--- config.mk ---
export PLATFORM = sky130hd
export DESIGN_NAME = scsi_ctl_regs
export DESIGN_NICKNAME = d
export VERILOG_FILES = /design/src/rtl/scsi_ctl_pkg.sv /design/src/rtl/scsi_cmd_dec.sv /design/src/rtl/scsi_byte_fifo.sv /design/src/rtl/scsi_ctl_regs.sv
export SDC_FILE = /design/constraint.sdc
export NUM_CORES = 1
export LEC_CHECK = 0
export CORE_MARGIN = 3
export CORE_UTILIZATION = 55
export DETAILED_ROUTE_END_ITERATION = 7
export GPL_TIMING_DRIVEN = 0
export PLACE_DENSITY = 0.73
export SYNTH_ARGS = -nofsm -noshare
export SYNTH_HDL_FRONTEND = slang
export SYNTH_HIERARCHICAL = 1
export SYNTH_SLANG_ARGS = --single-unit
export TNS_END_PERCENT = 5
--- constraint.sdc ---
create_clock -name clk -period 5.2 [get_ports clk]
set_clock_uncertainty 0.1 [all_clocks]
set_input_delay 1.04 -clock clk [delete_from_list [all_inputs] [get_ports clk]]
set_output_delay 1.04 -clock clk [all_outputs]
set_load 0.02 [all_outputs]
--- src/rtl/scsi_ctl_pkg.sv ---
package scsi_ctl_pkg;

    localparam int REG_NUM  = 16;
    localparam int IX_FIFO  = 2;
    localparam int IX_CMD   = 3;
    localparam int IX_STAT  = 4;
    localparam int IX_INTR  = 5;
    localparam int IX_SEQ   = 6;
    localparam int IX_LVL   = 7;
    localparam int IX_CFG   = 8;
    localparam int IX_ID    = 14;

    localparam logic [7:0] CHIP_ID  = 8'h04;
    localparam logic [7:0] ST_IRQ   = 8'h80;
    localparam logic [7:0] ST_TC    = 8'h10;
    localparam logic [7:0] PH_DOUT  = 8'h00;
    localparam logic [7:0] PH_DIN   = 8'h01;
    localparam logic [7:0] PH_STS   = 8'h03;
    localparam logic [7:0] IC_FUNC  = 8'h08;
    localparam logic [7:0] IC_SVC   = 8'h10;
    localparam logic [7:0] IC_DISC  = 8'h20;
    localparam logic [7:0] IC_BRST  = 8'h80;
    localparam logic [7:0] SEQ_DONE = 8'h04;

    typedef enum logic [2:0] {
        CK_OTHER,
        CK_FLUSH,
        CK_CHIPRST,
        CK_BUSRST,
        CK_SELECT,
        CK_RESP,
        CK_MSGACC
    } cmd_kind_e;

    // Bits of a host write that are kept in the read view of a register.
    function automatic logic [7:0] wr_keep_mask(input logic [3:0] ix);
        case (ix)
            4'd0, 4'd1, 4'd8, 4'd12, 4'd13, 4'd14, 4'd15: return 8'hFF;
            4'd11:                                         return 8'h15;
            default:                                       return 8'h00;
        endcase
    endfunction

endpackage

--- src/rtl/scsi_cmd_dec.sv ---
module scsi_cmd_dec
    import scsi_ctl_pkg::*;
(
    input  logic [6:0] code,
    output cmd_kind_e  kind
);
    always_comb begin
        case (code)
            7'h01:        kind = CK_FLUSH;
            7'h02:        kind = CK_CHIPRST;
            7'h03:        kind = CK_BUSRST;
            7'h42, 7'h43: kind = CK_SELECT;
            7'h11:        kind = CK_RESP;
            7'h12:        kind = CK_MSGACC;
            default:      kind = CK_OTHER;
        endcase
    end
endmodule

--- src/rtl/scsi_byte_fifo.sv ---
module scsi_byte_fifo #(
    parameter int DEPTH = 32,
    parameter int W     = 8,
    localparam int AW   = $clog2(DEPTH),
    localparam int CW   = $clog2(DEPTH + 1)
) (
    input  logic          clk,
    input  logic          rst,
    input  logic          clr,
    input  logic          load_pair,
    input  logic [W-1:0]  pair_a,
    input  logic [W-1:0]  pair_b,
    input  logic          push,
    input  logic [W-1:0]  din,
    input  logic          pop,
    output logic [W-1:0]  dout,
    output logic [CW-1:0] count
);
    logic [W-1:0]  mem [DEPTH];
    logic [AW-1:0] wptr, rptr;
    logic          do_push, do_pop;

    assign do_push = push && (count < CW'(DEPTH));
    assign do_pop  = pop && (count != '0);
    assign dout    = mem[rptr];

    always_ff @(posedge clk) begin
        if (rst || clr) begin
            wptr  <= '0;
            rptr  <= '0;
            count <= '0;
        end else if (load_pair) begin
            mem[0] <= pair_a;
            mem[1] <= pair_b;
            rptr   <= '0;
            wptr   <= AW'(2);
            count  <= CW'(2);
        end else begin
            if (do_push) begin
                mem[wptr] <= din;
                wptr      <= (wptr == AW'(DEPTH - 1)) ? '0 : wptr + 1'b1;
            end
            if (do_pop) begin
                rptr <= (rptr == AW'(DEPTH - 1)) ? '0 : rptr + 1'b1;
            end
            count <= count + CW'(do_push) - CW'(do_pop);
        end
    end
endmodule

--- src/rtl/scsi_ctl_regs.sv ---
module scsi_ctl_regs
    import scsi_ctl_pkg::*;
#(
    parameter int FIFO_DEPTH = 32,
    parameter int NTGT       = 4,
    parameter int LEN_W      = 16
) (
    input  logic                    clk,
    input  logic                    rst,
    input  logic                    wr_en,
    input  logic                    rd_en,
    input  logic [5:0]              addr,
    input  logic [7:0]              wdata,
    output logic [7:0]              rdata,
    output logic                    irq,
    output logic                    dma_pend,
    output logic                    dma_mode,
    input  logic [NTGT-1:0]         tgt_present,
    output logic                    cmd_req,
    output logic [2:0]              cmd_target,
    input  logic                    cmd_ack,
    input  logic signed [LEN_W-1:0] cmd_len,
    input  logic [7:0]              tgt_status
);
    localparam int CW = $clog2(FIFO_DEPTH + 1);

    logic [7:0]    regs [REG_NUM];
    logic [3:0]    idx;
    logic [2:0]    sel_tgt;
    logic          busy;
    logic          hit;
    logic          cmd_go;
    cmd_kind_e     kind;
    logic          f_clr, f_load, f_push, f_pop;
    logic [7:0]    f_dout;
    logic [CW-1:0] f_cnt;

    assign idx        = addr[5:2];
    assign cmd_go     = wr_en && (idx == 4'(IX_CMD)) && !busy;
    assign cmd_target = sel_tgt;

    always_comb begin
        hit = 1'b0;
        for (int i = 0; i < NTGT; i++)
            if (sel_tgt == 3'(i)) hit = tgt_present[i];
    end

    scsi_cmd_dec u_dec (.code(wdata[6:0]), .kind(kind));

    assign f_clr  = cmd_go && (kind == CK_CHIPRST || kind == CK_SELECT);
    assign f_load = cmd_go && (kind == CK_RESP || kind == CK_MSGACC) && !wdata[7];
    assign f_push = wr_en && (idx == 4'(IX_FIFO));
    assign f_pop  = rd_en && (idx == 4'(IX_FIFO));

    scsi_byte_fifo #(.DEPTH(FIFO_DEPTH), .W(8)) u_fifo (
        .clk(clk), .rst(rst), .clr(f_clr), .load_pair(f_load),
        .pair_a(tgt_status), .pair_b(8'h00),
        .push(f_push), .din(wdata), .pop(f_pop),
        .dout(f_dout), .count(f_cnt)
    );

    always_comb begin
        case (idx)
            4'(IX_FIFO): rdata = (f_cnt != '0) ? f_dout : 8'h00;
            4'(IX_LVL):  rdata = 8'(f_cnt);
            default:     rdata = regs[idx];
        endcase
    end

    always_ff @(posedge clk) begin
        if (rst) begin
            for (int i = 0; i < REG_NUM; i++)
                regs[i] <= (i == IX_ID) ? CHIP_ID : 8'h00;
            irq      <= 1'b0;
            dma_pend <= 1'b0;
            dma_mode <= 1'b0;
            cmd_req  <= 1'b0;
            busy     <= 1'b0;
            sel_tgt  <= '0;
        end else begin
            cmd_req <= 1'b0;
            // interrupt acknowledge by reading the cause register
            if (rd_en && idx == 4'(IX_INTR)) begin
                regs[IX_STAT] <= regs[IX_STAT] & ST_TC;
                irq           <= 1'b0;
                dma_pend      <= 1'b0;
            end
            if (wr_en && wr_keep_mask(idx) != 8'h00)
                regs[idx] <= wdata & wr_keep_mask(idx);
            if (wr_en && idx == 4'(IX_STAT))
                sel_tgt <= wdata[2:0];
            if (cmd_go) begin
                regs[IX_CMD] <= wdata;
                dma_mode     <= wdata[7];
                case (kind)
                    CK_FLUSH: begin
                        regs[IX_INTR] <= IC_FUNC;
                        regs[IX_SEQ]  <= 8'h00;
                    end
                    CK_CHIPRST: begin
                        for (int i = 0; i < REG_NUM; i++)
                            regs[i] <= (i == IX_ID) ? CHIP_ID : 8'h00;
                        irq      <= 1'b0;
                        dma_pend <= 1'b0;
                        dma_mode <= 1'b0;
                        sel_tgt  <= '0;
                    end
                    CK_BUSRST: begin
                        regs[IX_INTR] <= IC_BRST;
                        if (!regs[IX_CFG][6]) begin
                            irq      <= 1'b1;
                            dma_pend <= 1'b1;
                        end
                    end
                    CK_SELECT: begin
                        if (!hit) begin
                            regs[IX_STAT] <= ST_IRQ;
                            regs[IX_INTR] <= IC_DISC;
                            regs[IX_SEQ]  <= 8'h00;
                            irq           <= 1'b1;
                            dma_pend      <= 1'b1;
                        end else begin
                            busy    <= 1'b1;
                            cmd_req <= 1'b1;
                        end
                    end
                    CK_RESP, CK_MSGACC: begin
                        if (wdata[7]) begin
                            regs[IX_STAT] <= ST_IRQ | ST_TC | PH_STS;
                            regs[IX_INTR] <= IC_SVC | IC_FUNC;
                            regs[IX_SEQ]  <= SEQ_DONE;
                        end
                        if (kind == CK_MSGACC) begin
                            regs[IX_INTR] <= IC_DISC;
                            regs[IX_SEQ]  <= 8'h00;
                        end
                        irq      <= 1'b1;
                        dma_pend <= 1'b1;
                    end
                    default: ;
                endcase
            end
            // target acceptance overrides a same-cycle acknowledge
            if (busy && cmd_ack) begin
                busy <= 1'b0;
                if (cmd_len != '0)
                    regs[IX_STAT] <= ST_IRQ | ST_TC | ((cmd_len > 0) ? PH_DIN : PH_DOUT);
                regs[IX_INTR] <= IC_SVC | IC_FUNC;
                regs[IX_SEQ]  <= SEQ_DONE;
                irq           <= 1'b1;
                dma_pend      <= 1'b1;
            end
        end
    end
endmodule

==> impl_metrics.py <==
metrics = {
    "run_status": {
        "status": "finished clean",
    },
    "timing": {
        "setup_tns_ns": 0,
        "setup_violations": 0,
        "finalMaxSlewViolations": 0,
        "period_needed_ns": 5.16,
        "hold_viol_final": 0,
        "tightestPinTransition_ns": 1.33,
        "period_share": 0.993,
        "rsz0062_at_grt": "yes",
        "fmax_mhz": 194,
        "fin_ws_ns": 0.0351,
        "slew_headroom": 0.104,
    },
    "floorplan": {
        "initial_utilization": 0.560,
        "die_width_um": 189,
        "io_pins": 62,
        "fp-row-count": 66,
        "dieArea_um2": 35500,
        "core_area_um2": 32700,
        "die_y_um": 189,
    },
    "synthesis": {
        "synthCells": 1191,
        "ys_seq_area_frac": 0.661,
        "synth_top_area_cell": "edfxtp_1",
        "yosysMostFrequentCell": "edfxtp_1",
        "yosys-top-cells-area": "edfxtp_1, mux2i_1, mux4_1",
        "synthTopCellsByCount": "edfxtp_1, nor2_1, mux2i_1",
        "synth_top_cell_area_share": 0.629,
        "syn_area_um2": 18300,
        "ys_types": 82,
        "ys_warn_count": 6,
        "ys_async_sr_fraction": 0,
        "synth-main-ff-cell": "edfxtp_1",
        "avgSynthCellArea_um2": 15.4,
        "ys_seq_elements": 413,
        "synth_edf_count": 384,
    },
    "cells_and_area": {
        "synthToLayoutAreaGrowth_pct": 14.5,
        "diodes": 0,
        "stdcell_count": 1800,
        "drive_above_1_share": 0.138,
        "final_util": 0.641,
        "multi_input_comb_area_um2": 5910,
        "nFillCells": 2434,
        "regArea_um2": 12100,
        "fin_nets": 1391,
    },
    "clocking": {
        "clkSlewWorstSetupHoldPaths_ns": 0.06,
        "cts-root-buf": "clkbuf_16",
        "h-tree-depth": 2,
        "numCtsBuffers": 42,
        "clk_latency_ns": 0.54,
        "postCtsSetupRepairBufs": 0,
        "tritoncts": "yes",
        "clkSinkCount": 413,
        "cts_buffer_depth": 3,
    },
    "routing": {
        "via_per_inst": 6.03,
        "drt_iter0_markers": 1033,
        "wirelength_um": 40700,
        "vias": 10856,
        "drtAntennaViolNets": 0,
        "drtPass1Iterations": 6,
        "drc_errors": 0,
        "wl_per_cell_um": 22.6,
    },
    "setup_path": {
        "reg2reg_to": "u_fifo/mem[19][7]",
        "cp-start-kind": "flop",
        "slowest_stage": "a221oi_1",
        "crit_type": "reg2out",
        "reg2regPathDepth": 6,
        "ff2ff_setup_slack_ns": 1.90,
        "arrival_ns": 4.02,
        "end_kind": "output pin",
        "crit_family": "buffers and inverters",
        "worstPathMaxFanout": 10,
        "path_cells": "clkbuf_1 > clkbuf_1 > mux4_1 > a221oi_1 > nand3_1 > a221o_1 > clkdlybuf4s50_1",
        "cp.required_ns": 4.06,
        "slowest_delay_ns": 0.59,
        "r2r_start": "busy",
        "critPathMostFrequentCell": "clkbuf_1",
        "crit_buf_inv": 3,
    },
    "min_path": {
        "min_to": "dma_mode",
        "holdPathStages": 2,
        "hold_class": "reg2reg",
        "holdCritStartpoint": "dma_mode",
    },
    "global_route": {
        "grt_pass1_wl_um": 61500,
        "overflow": 0,
        "grt_max_degree": 46,
        "antenna_found_initial": 0,
        "grt_pass1_vias": 10531,
        "grtUsageTotal": 0.227,
    },
    "power_and_ir_drop": {
        "combPwrFrac": 0.066,
        "pwr-share-clk": 0.413,
        "leakagePower_nw": 7.15,
        "pwr-share-seq": 0.522,
        "total_power_w": 0.00716,
        "power.switching_w": 0.00155,
        "max-vdd-ir-drop_mv": 0.275,
        "power.share.switching": 0.216,
        "p_int_w": 0.00562,
        "p_per_area_nw_per_um2": 341,
    },
    "placement": {
        "place_inst": 1723,
        "io_buffers": 58,
        "gp_congestion": 0.879,
        "dp_slack_ns": -0.545,
        "dp_hpwl_um": 27300,
    },
    "run": {
        "max-cap-violations": 0,
    },
}
## flip-flops by register name (all words and copies together), names as in the netlist, named ones only
signal	count
cmd_target	3
u_fifo/count	6
cmd_req	1
busy	1
u_fifo/wptr	5
irq	1
u_fifo/mem	256
u_fifo/rptr	5
regs	128
dma_pend	1
dma_mode	1
## worst max path at each step
| stage | start | to | slack [ns] | cells past startpoint |
|---|---|---|---|---|
| floorplan | wdata[6] | u_fifo/mem[2][0] | 1.05 | 9 |
| global placement | wdata[0] | u_fifo/mem[3][0] | -2.24 | 10 |
| detailed placement | wdata[1] | u_fifo/mem[2][0] | -0.55 | 10 |
| CTS | wdata[1] | u_fifo/mem[2][1] | 0.02 | 10 |
| global route | addr[3] | regs[10][7] | -0.02 | 11 |
| finish | flop | rdata[7] | 0.04 | 7 |
## worst reg2reg max path, delay by kind of cell (launching register included)
family	cells	cell delay, ns
simple gates	6	2.37
flops	1	0.46
## metal layers
| layer | track usage | vias up | share of wire |
|---|---|---|---|
| met5 | 0 | - | 0 |
| met4 | 0.0911 | 0 | 0.041 |
| met3 | 0.0309 | 100 | 0.071 |
| met2 | 0.360 | 451 | 0.47 |
| met1 | 0.324 | 5350 | 0.42 |
| li1 | - | 4955 | - |
## power groups by stage
stage	sequential, W	combinational, W	clock (W)
floorplan	0.00379	0.000280	0
global placement	0.00381	0.000457	0
detailed placement	0.00381	0.000467	0
CTS	0.00374	0.000464	0.00300
global route	0.00374	0.000508	0.00313
finish	0.00374	0.000470	0.00295
## final cells by class
type                       instances  area share
buffer                            65      0.0177
timing repair buffer              60      0.0274
clock buffer                      54      0.0552
multi-input combinational        718       0.282
sequential                       413       0.577
clock inverter                    23     0.00990
tap                              442      0.0264
inverter                          25     0.00459
## timing repair
item | in CTS | in global routing
endpoints found under the hold margin | 0 | 0
hold buffers | 0 | 0
gates resized for setup | 7 | 17
endpoints found under the setup margin | 6 | 138
## layout by cell type, fill, tap and decap left out, drive strengths merged, types with 31 or more instances in the layout
| cell type | instances |
|---|---|
| mux2i | 94 |
| buf | 41 |
| nand2 | 53 |
| clkdlybuf4s50 | 44 |
| conb | 31 |
| edfxtp | 384 |
| and3 | 47 |
| nor2 | 113 |
| clkbuf | 88 |
| nand3 | 43 |
| mux4 | 52 |
| a22oi | 47 |
## cell families after synthesis
family	count (synthesis)	share of synthesized area
and+or+nand+nor	350	0.101
muxes	168	0.137
other	1	0.000205
xor gates and xnor gates	3	0.00143
DFF	413	0.661
adders and majority gates	19	0.0134
buffers and inverters	90	0.0254
AOI/OAI and AO/OA	147	0.0605
## stage by stage
step           hold WS [ns]  cell area (µm²)
2_1_floorplan         0.384            18400
3_3_place_gp          0.344            19600
3_5_place_dp          0.347            19600
4_1_cts               0.361            20900
5_1_grt               0.380            21000
6_report              0.355            21000
No activity file was read; power rests on OpenSTA's default activity.
